### src/rtl/stepper_phase_pkg.sv
package stepper_phase_pkg;

  localparam int POS_W   = 3;
  localparam int N_TERM  = 4;

  typedef enum logic [1:0] {
    COIL_POS  = 2'd0,
    COIL_NEG  = 2'd1,
    COIL_IDLE = 2'd2
  } coil_e;

  typedef struct packed {
    logic [1:0] hi;
    logic [1:0] lo;
  } pair_drv_t;

  // Coil X (terminals 1/2) polarity at each half-step position.
  function automatic coil_e coil_x_of(input logic [POS_W-1:0] pos);
    coil_e c;
    case (pos)
      3'd0, 3'd6, 3'd7: c = COIL_POS;
      3'd2, 3'd3, 3'd4: c = COIL_NEG;
      default:          c = COIL_IDLE;
    endcase
    return c;
  endfunction

  // Coil Y (terminals 3/4) polarity at each half-step position.
  function automatic coil_e coil_y_of(input logic [POS_W-1:0] pos);
    coil_e c;
    case (pos)
      3'd0, 3'd1, 3'd2: c = COIL_POS;
      3'd4, 3'd5, 3'd6: c = COIL_NEG;
      default:          c = COIL_IDLE;
    endcase
    return c;
  endfunction

  // Map a coil polarity onto its two terminals (bit 0 = odd terminal).
  function automatic pair_drv_t pair_of(input coil_e c, input logic hold);
    pair_drv_t d;
    case (c)
      COIL_POS: begin d.hi = 2'b01; d.lo = 2'b10; end
      COIL_NEG: begin d.hi = 2'b10; d.lo = 2'b01; end
      default:  begin d.hi = hold ? 2'b11 : 2'b00; d.lo = 2'b00; end
    endcase
    return d;
  endfunction

endpackage

### src/rtl/stepper_sync.sv
module stepper_sync #(
  parameter int WIDTH  = 1,
  parameter int STAGES = 2
) (
  input  logic             clk,
  input  logic             rst,
  input  logic [WIDTH-1:0] din,
  output logic [WIDTH-1:0] dout
);

  logic [WIDTH-1:0] chain [STAGES];

  always_ff @(posedge clk) begin
    if (rst) begin
      for (int i = 0; i < STAGES; i++) chain[i] <= '0;
    end else begin
      chain[0] <= din;
      for (int i = 1; i < STAGES; i++) chain[i] <= chain[i-1];
    end
  end

  assign dout = chain[STAGES-1];

endmodule

### src/rtl/stepper_pos.sv
module stepper_pos
  import stepper_phase_pkg::*;
(
  input  logic             clk,
  input  logic             rst,
  input  logic             en_s,
  input  logic             step_s,
  input  logic             dir_s,
  input  logic             half_s,
  output logic             step_rise,
  output logic [POS_W-1:0] idx
);

  logic             step_d;
  logic [POS_W-1:0] amt;
  logic [POS_W-1:0] idx_next;

  always_ff @(posedge clk) begin
    if (rst) step_d <= 1'b0;
    else     step_d <= step_s;
  end

  assign step_rise = step_s & ~step_d;

  // Half step, or full step out of an odd position: one; else two.
  always_comb begin
    if (half_s || idx[0]) amt = POS_W'(1);
    else                  amt = POS_W'(2);
    idx_next = dir_s ? (idx - amt) : (idx + amt);
  end

  always_ff @(posedge clk) begin
    if (rst || !en_s)    idx <= '0;
    else if (step_rise)  idx <= idx_next;
  end

endmodule

### src/rtl/stepper_drive.sv
module stepper_drive
  import stepper_phase_pkg::*;
(
  input  logic              clk,
  input  logic              rst,
  input  logic              en_s,
  input  logic              half_s,
  input  logic              hold_s,
  input  logic [POS_W-1:0]  idx,
  output logic [N_TERM-1:0] hi_en,
  output logic [N_TERM-1:0] lo_en,
  output logic              home_pull
);

  pair_drv_t drv_x, drv_y;
  logic      hold_eff;

  assign hold_eff = half_s & hold_s;

  always_comb begin
    drv_x = pair_of(coil_x_of(idx), hold_eff);
    drv_y = pair_of(coil_y_of(idx), hold_eff);
  end

  always_ff @(posedge clk) begin
    if (rst || !en_s) begin
      hi_en     <= '0;
      lo_en     <= '0;
      home_pull <= 1'b0;
    end else begin
      hi_en     <= {drv_y.hi, drv_x.hi};
      lo_en     <= {drv_y.lo, drv_x.lo};
      home_pull <= (idx == '0);
    end
  end

endmodule

### src/rtl/stepper_phase_seq.sv
module stepper_phase_seq
  import stepper_phase_pkg::*;
#(
  parameter int SYNC_STAGES = 2
) (
  input  logic              clk,
  input  logic              rst,
  input  logic              step_clk,
  input  logic              dir_rev,
  input  logic              half_mode,
  input  logic              idle_hold,
  input  logic              bias_ok,
  output logic [N_TERM-1:0] hi_en,
  output logic [N_TERM-1:0] lo_en,
  output logic              home_pull
);

  localparam int CTRL_W = 5;

  logic [CTRL_W-1:0] ctrl_raw, ctrl_s;
  logic              en_s, step_s, dir_s, half_s, hold_s;
  logic              step_rise;
  logic [POS_W-1:0]  idx;

  assign ctrl_raw = {bias_ok, step_clk, dir_rev, half_mode, idle_hold};
  assign {en_s, step_s, dir_s, half_s, hold_s} = ctrl_s;

  stepper_sync #(.WIDTH(CTRL_W), .STAGES(SYNC_STAGES)) u_sync (
    .clk (clk),
    .rst (rst),
    .din (ctrl_raw),
    .dout(ctrl_s)
  );

  stepper_pos u_pos (
    .clk      (clk),
    .rst      (rst),
    .en_s     (en_s),
    .step_s   (step_s),
    .dir_s    (dir_s),
    .half_s   (half_s),
    .step_rise(step_rise),
    .idx      (idx)
  );

  stepper_drive u_drive (
    .clk      (clk),
    .rst      (rst),
    .en_s     (en_s),
    .half_s   (half_s),
    .hold_s   (hold_s),
    .idx      (idx),
    .hi_en    (hi_en),
    .lo_en    (lo_en),
    .home_pull(home_pull)
  );

endmodule

### config.mk
export PLATFORM = sky130hd
export DESIGN_NAME = stepper_phase_seq
export DESIGN_NICKNAME = d
export VERILOG_FILES = /design/src/rtl/stepper_phase_pkg.sv /design/src/rtl/stepper_sync.sv /design/src/rtl/stepper_pos.sv /design/src/rtl/stepper_drive.sv /design/src/rtl/stepper_phase_seq.sv
export SDC_FILE = /design/constraint.sdc
export NUM_CORES = 1
export LEC_CHECK = 0
export BUFFER_PORTS_ARGS = -buffer_cell sky130_fd_sc_hd__clkbuf_2
export CORE_MARGIN = 5
export CORE_UTILIZATION = 37
export DETAILED_ROUTE_END_ITERATION = 6
export PLACE_DENSITY = 0.64
export SYNTH_ARGS = -nofsm -noshare
export SYNTH_HDL_FRONTEND = slang
export SYNTH_SLANG_ARGS = --single-unit
### constraint.sdc
create_clock -name clk -period 2.77 [get_ports clk]
set_input_delay 0.277 -clock clk [delete_from_list [all_inputs] [get_ports clk]]
set_output_delay 0.277 -clock clk [all_outputs]
set_load 0.01 [all_outputs]
==> results of run 1 <==
## how the worst max path moves through the flow
stage                 start      endpoint
5_1_grt        u_pos.idx[0]  u_pos.idx[2]
2_1_floorplan  u_pos.idx[0]  u_pos.idx[2]
6_report       u_pos.idx[0]  u_pos.idx[2]
3_5_place_dp   u_pos.idx[0]  u_pos.idx[2]
4_1_cts        u_pos.idx[0]  u_pos.idx[2]
3_3_place_gp   u_pos.idx[0]  u_pos.idx[2]
## logic make-up (layout without fill, tap and decap cells)
logic type                 after synthesis  after routing  share of synthesized area [%]
AOI/OAI and AO/OA                        8              8                           6.09
xor gates and xnor gates                 1              1                           1.09
adders and majority gates                1              1                           2.50
buffers and inverters                    5             20                           3.59
DFF                                     23             23                           57.5
muxes                                    4              4                           5.62
and+or+nand+nor                         33             33                           23.6
## routing by layer
| layer | track usage (%) | up-vias |
|---|---|---|
| met1 | 8.38 | 228 |
| li1 | - | 275 |
| met3 | 2.75 | 2 |
| met4 | 6.10 | 0 |
| met2 | 13.0 | 16 |
| met5 | 0 | - |
## sequential cells by signal, indices dropped and copies added, names as in the netlist
| name | cells |
|---|---|
| u_sync.chain | 10 |
| u_drive.hi_en | 4 |
| u_drive.lo_en | 4 |
| u_pos.idx | 3 |
| u_drive.home_pull | 1 |
| u_pos.step_d | 1 |
## where the power goes
group | internal (mW) | total, mW | switching [mW]
registers | 0.340 | 0.344 | 0.00372
logic | 0.0125 | 0.0228 | 0.0103
clock network | 0.0561 | 0.146 | 0.0897
total | 0.408 | 0.512 | 0.104
## worst max-delay path, cell delays in order (launching register included)
cell and delay, ns:
dfxtp_1 0.40, o21a_1 0.23, fa_1 0.38, xor2_1 0.15
nand2_1 0.08, mux2i_1 0.16
## Yosys cell counts, types with 2 or more instances
master and number:
o22ai_1 2, nand2_1 6, nor2b_1 12, nand2b_1 3, a21oi_1 3, mux2i_1 3, nor2_1 5, buf_2 2
dfxtp_1 23
## cell type report
class / count / area share (%)
inverters: 1 / 0.412
multi-input cells: 47 / 34.2
well taps: 27 / 3.71
repair buffers: 15 / 8.24
flip-flops and latches: 23 / 50.5
clock buffers: 4 / 2.88
## stage by stage
| stage | total power, mW | std cells |
|---|---|---|
| finish | 0.512 | 117 |
| global route | 0.540 | 117 |
| CTS | 0.522 | 117 |
| detailed placement | 0.375 | 113 |
| global placement | 0.373 | 113 |
| floorplan | 0.366 | 75 |
==> flow_summary.toml, run 1 <==
[timing]
finalSetupViolCount = 0
tightestPinTransition_ns = 0.344
fin_crit_sh_pct = 52.5
hold_violations = 0
min_period_ns = 1.45
rsz0062_at_grt = "no"
fmax_mhz = 687
slew_viol_final = 0
hold-worst-slack_ns = 0.177
maxSlewHeadroom_pct = 77.0
fin_tns_setup_ns = 0
skew_ns = 0.00323
fin_ws_ns = 1.32

[route]
drt-met1-wl_um = 508
dr_wl_met3_um = 102
drt_pass1_iterations = 4
drtIter0Drc = 6
drt-total-wl_mm = 1.17
routed.top_layer = "met4"
viasPerCell = 4.45
wire_per_inst_um = 9.98
drc = 0
met2_length_um = 547
ant_nets = 0
vias = 521

[power_and_ir_drop]
p_per_area_mw_per_mm2 = 562
peakVddDrop_mv = 0.386
p_leak_nw = 0.391

[cells_and_area]
fillers = 206
num_antenna_cells = 0
final-seq-area_um2 = 460
layout.nets = 99
final_util_pct = 45.0
area_growth_pct = 13.8
final_cell_mix = "23 x dfxtp_1, 15 x clkbuf_2, 12 x nor2b_1"
stdcell_area_um2 = 911
drive_above_1_share_pct = 24.4
multiInputGateArea_um2 = 312
layout_commonest_cell = "dfxtp_1"

[placement]
place_hpwl_um = 862
io_buffer_count = 15
dp_slack_ns = 1.34
place.gp.congestion = 0.846
post_dp_cell_area_um2 = 885

[yosys]
seq_area_frac_synth_pct = 57.5
yosysTopAreaCellShare_pct = 57.5
yosysWarnings = 0
synth.distinct_cells = 25
postSynthAreaPerCell_um2 = 10.7
synth_edf_count = 0
synth_flop_cell = "dfxtp_1"
async_reset_ff_share_pct = 0
synth_area_leaders = "dfxtp_1 58%, nor2b_1 9.4%, mux2i_1 3.8%"
yosys.area.top_type = "dfxtp_1"
synth_seq_cells = 23
synthCells = 75
syn_nets = 83
netlist_area_um2 = 801

[worst_setup_path]
r2r_start = "u_pos.idx[0]"
crit_path_end_kind = "register"
cp_data_required_time_ns = 3.01
rr_worst_depth = 5
crit_type = "reg2reg"
reg2reg_to = "u_pos.idx[2]"
start_kind = "register"
arrival_ns = 1.70
r2r_slack_ns = 1.32
worst-path-max-fanout = 9

[hold_path]
hold_path_startpoint = "half_mode"
holdPathStages = 2
hold_end = "u_sync.chain[0][1]"
min_path_type = "in2reg"

[clocking]
ctsRootBufferMaster = "clkbuf_4"
cts_htree_levels = 1
clockBufferDepth = 2
post-cts-setup-buffers = 0
clk_latency_ns = 0.30
clk_pin_slew_ns = 0.11
cts_hold_buf = 0
cts_buffers = 3
clkSinkCount = 23
cts_tree = "done"
cts_resized = 0

[floorplanning]
dieArea_mm2 = 0.00319
ioPinCount = 16
start_util_pct = 39.6
die-width_um = 56.5
die_y_um = 56.5
core-area_mm2 = 0.00202
rows = 16

[global_route]
antenna_found_initial = 0
overflow = 0
track_usage_pct = 8.01
first_global_vias = 482
grt_pass1_wl_mm = 1.97
grt_max_degree = 14

[run]
drv_cap = 0

[status]
status = "finished, final reports clean"
No activity file was read; power rests on OpenSTA's default activity.
==> inputs of run 2 (changes only) <==
- clock period: 2.77 -> 1.37 ns (I/O delays scaled with it)
==> flow_summary.toml, run 2 (synthesis results as in run 1) <==
[status]
status = "finished, final reports clean"

[worst_setup_path]
slowest_delay_ns = 0.36
path_cells = "o21a_1 -> fa_2 -> xor2_1 -> nand2_1 -> mux2i_1"
crit_path_end_kind = "register"
arrival_ns = 1.58
path_delay_family = "flip-flops"
path_buf_inv = 0
slowest_stage = "dfxtp_2"
cp_data_required_time_ns = 1.61
start_kind = "register"
crit_type = "reg2reg"
worst-path-max-fanout = 4

[global_route]
antenna_found_initial = 0
grt_max_degree = 14
grt_pass1_wl_mm = 1.93
overflow = 0
first_global_vias = 477
track_usage_pct = 7.87

[route]
ant_nets = 0
drtIter0Drc = 7
drc = 0
wire_per_inst_um = 9.38
viasPerCell = 4.55
drt_pass1_iterations = 4
drt-total-wl_mm = 1.12
vias = 541

[cells_and_area]
final_cell_mix = "21 x dfxtp_1, 15 x clkbuf_2, 12 x nor2b_1"
area_growth_pct = 16.3
largest_reg_flops = 10
drive_above_1_share_pct = 29.3
layout.nets = 101
layout_commonest_cell = "dfxtp_1"
stdcell_area_um2 = 931
reg_top3 = "u_sync.chain x10, u_drive.hi_en x4, u_drive.lo_en x4"
fillers = 193
num_antenna_cells = 0
final_util_pct = 46.0
regMostFlops = "u_sync.chain"

[timing]
fmax_mhz = 747
finalSetupViolCount = 0
hold_violations = 0
fin_ws_ns = 0.0319
skew_ns = 0.00616
tightestPinTransition_ns = 0.308
fin_crit_sh_pct = 97.7
slew_viol_final = 0
min_period_ns = 1.34
rsz0062_at_grt = "yes"
hold-worst-slack_ns = 0.0366
maxSlewHeadroom_pct = 79.4

[power_and_ir_drop]
p_leak_nw = 0.402
p_per_area_mw_per_mm2 = 1110
peakVddDrop_mv = 0.781

[clocking]
clk_latency_ns = 0.30
cts_tree = "done"
post-cts-setup-buffers = 0
clockBufferDepth = 2
cts_htree_levels = 1
clk_pin_slew_ns = 0.11
clkSinkCount = 23
ctsRootBufferMaster = "clkbuf_4"
cts_buffers = 3

[placement]
io_buffer_count = 15
dp_slack_ns = 0.0368
post_dp_cell_area_um2 = 902
place.gp.congestion = 0.748
place_hpwl_um = 866

[floorplanning]
core-area_mm2 = 0.00202
die_y_um = 56.5
start_util_pct = 39.6
ioPinCount = 16
rows = 16
dieArea_mm2 = 0.00319
die-width_um = 56.5

[hold_path]
min_path_type = "in2reg"

[run]
drv_cap = 0
[run 2: cell count changes in the layout (fill, tap and decap cells not counted)]
cell and change:
fa_2 +1, dfxtp_1 -2, buf_4 +2, fa_1 -1, dfxtp_2 +2
[run 2: worst paths after layout]
check	startpoint	to	slack [ns]	depth (start not counted)
min reg2reg	u_sync.chain[0][4]	u_sync.chain[0][9]	0.44	1
max	u_pos.idx[0]	u_pos.idx[2]	0.03	5
max reg2reg	u_pos.idx[0]	u_pos.idx[2]	0.03	5
min	half_mode	u_sync.chain[0][1]	0.04	2
[run 2: final cells by class]
type / instances / area, um^2 / share of cell area [%]
Multi-Input combinational cell: 47 / 314 / 33.7
Inverter: 1 / 3.75 / 0.403
Tap cell: 27 / 33.8 / 3.63
Sequential cell: 23 / 463 / 49.7
Timing Repair Buffer: 17 / 90.1 / 9.68
Clock buffer: 4 / 26.3 / 2.82
[run 2: through the flow]
stage               setup TNS, ns  power (mW)  instances
floorplan                       0       0.739         75
global placement                0       0.755        115
detailed placement              0       0.756        115
CTS                             0        1.05        119
global route              -0.0183        1.10        119
finish                          0        1.04        119
[run 2: repair_timing]
action                                  4_1_cts  5_1_grt
hold buffers                                  0        0
endpoints found under the setup margin        0        2
gates resized for setup                       0        2
[run 2: routing by layer]
metal	vias to the layer above	global-route usage [%]	share of wire (%)
met3	2	5.05	11
met5	-	0	0
met1	242	8.81	42
met2	21	11.9	46
li1	276	-	-
met4	0	3.05	0.90
[run 2: power breakdown]
group	switching (mW)	total, mW	internal, mW
clock	0.183	0.297	0.114
combinational	0.0207	0.0459	0.0253
sequential	0.00706	0.694	0.687
total	0.211	1.04	0.826
==> inputs of run 3 (changes only) <==
- RECOVER_POWER: not set -> 25
- SETUP_SLACK_MARGIN: not set -> 0.1
==> flow_summary.toml, run 3 (synthesis results as in run 1) <==
[floorplanning]
die-width_um = 56.5
core-area_mm2 = 0.00202
dieArea_mm2 = 0.00319
ioPinCount = 16
rows = 16
start_util_pct = 39.6
die_y_um = 56.5

[worst_setup_path]
reg2reg_to = "u_pos.idx[2]"
rr_worst_depth = 5
r2r_slack_ns = 0.04
start_kind = "register"
crit_type = "reg2reg"
arrival_ns = 1.57
cp_data_required_time_ns = 1.61
crit_path_end_kind = "register"
r2r_start = "u_sync.chain[0][6]"
worst-path-max-fanout = 3

[cells_and_area]
layout.nets = 103
final_util_pct = 46.8
stdcell_area_um2 = 947
layout_commonest_cell = "dfxtp_1"
final_cell_mix = "21 x dfxtp_1, 14 x clkbuf_2, 12 x nor2b_1"
stdcell_count = 121
drive_above_1_share_pct = 29.8
regMostFlops = "u_sync.chain"
area_growth_pct = 18.3
num_antenna_cells = 0
reg_top3 = "u_sync.chain x10, u_drive.hi_en x4, u_drive.lo_en x4"
fillers = 193
largest_reg_flops = 10

[status]
status = "finished, final reports clean"

[clocking]
cts_htree_levels = 1
cts_hold_buf = 0
clk_pin_slew_ns = 0.11
cts_tree = "done"
clk_latency_ns = 0.30
clkSinkCount = 23
ctsRootBufferMaster = "clkbuf_4"
cts_buffers = 3
clockBufferDepth = 2

[timing]
tightestPinTransition_ns = 0.471
fin_crit_sh_pct = 96.9
skew_ns = 0.00555
fmax_mhz = 753
fin_ws_ns = 0.0422
slew_viol_final = 0
rsz0062_at_grt = "yes"
maxSlewHeadroom_pct = 68.6
fin_tns_setup_ns = 0
finalSetupViolCount = 0
hold-worst-slack_ns = 0.0361
hold_violations = 0
min_period_ns = 1.33

[power_and_ir_drop]
p_leak_nw = 0.410
p_per_area_mw_per_mm2 = 1100
finalPower_mw = 1.04
peakVddDrop_mv = 0.784

[placement]
io_buffer_count = 15
place.gp.congestion = 0.748
place_hpwl_um = 866
dpl.cell_count = 115
dp_slack_ns = 0.0368
post_dp_cell_area_um2 = 902

[route]
viasPerCell = 4.54
vias = 549
drt-total-wl_mm = 1.16
ant_nets = 0
drtIter0Drc = 8
drc = 0
drt_pass1_iterations = 4
wire_per_inst_um = 9.60

[global_route]
antenna_found_initial = 0
grt_pass1_wl_mm = 2.01
first_global_vias = 493
track_usage_pct = 8.21
overflow = 0
grt_max_degree = 14

[hold_path]
min_path_type = "in2reg"
hold_path_startpoint = "half_mode"
holdPathStages = 2
hold_end = "u_sync.chain[0][1]"

[run]
drv_cap = 0
==> run 3: cell count changes in the layout (fill, tap and decap cells not counted), sizes merged <==
cell  delta
buf      +2
==> run 3: cell type report <==
cell class / count / area, um^2 / share of cell area [%]
Multi-Input combinational cell: 47 / 314 / 33.2
Inverter: 1 / 3.75 / 0.396
Sequential cell: 23 / 465 / 49.1
Clock buffer: 4 / 26.3 / 2.77
Timing Repair Buffer: 19 / 104 / 11.0
Tap cell: 27 / 33.8 / 3.57
==> run 3: worst max-delay path by stage <==
stage	depth (start not counted)	slack, ns	start	to
floorplan	6	0.01	u_pos.idx[0]	u_pos.idx[2]
global placement	5	0.06	u_sync.chain[0][6]	u_pos.idx[2]
detailed placement	5	0.04	u_sync.chain[0][6]	u_pos.idx[2]
CTS	5	0.04	u_sync.chain[0][6]	u_pos.idx[2]
global route	5	-0.01	u_sync.chain[0][6]	u_pos.idx[2]
finish	5	0.04	u_sync.chain[0][6]	u_pos.idx[2]
==> run 3: timing repair <==
action                                 4_1_cts  5_1_grt
endpoints found under the hold margin        0        0
pin swaps                                    1        0
gates cloned                                 0        0
gates resized for setup                      3        0
buffers inserted                             2        0
setup endpoints to repair                    2        2
==> run 3: critical path: stages (launching register included) <==
cell     delay (ns)
dfxtp_4        0.38
o21a_1         0.18
fa_2           0.33
xor2_1         0.14
nand2_1        0.07
mux2i_1        0.17
==> run 3: report_power, final <==
part           leakage, nW  internal, mW  total (mW)  switching [mW]
Combinational        0.206        0.0263      0.0479          0.0216
Sequential           0.189         0.686       0.693         0.00670
Clock               0.0150         0.114       0.297           0.184
Total                0.410         0.826        1.04           0.212
==> run 3: layer usage <==
metal  track usage [%]  part of all wire [%]  wire (um)  vias to the layer above
met5                 0                     0          0                        -
met4              3.05                  0.86         10                        0
met3              5.05                    10        121                        2
met2              12.9                    47        548                       23
met1              8.95                    41        480                      245
li1                  -                     -          -                      279
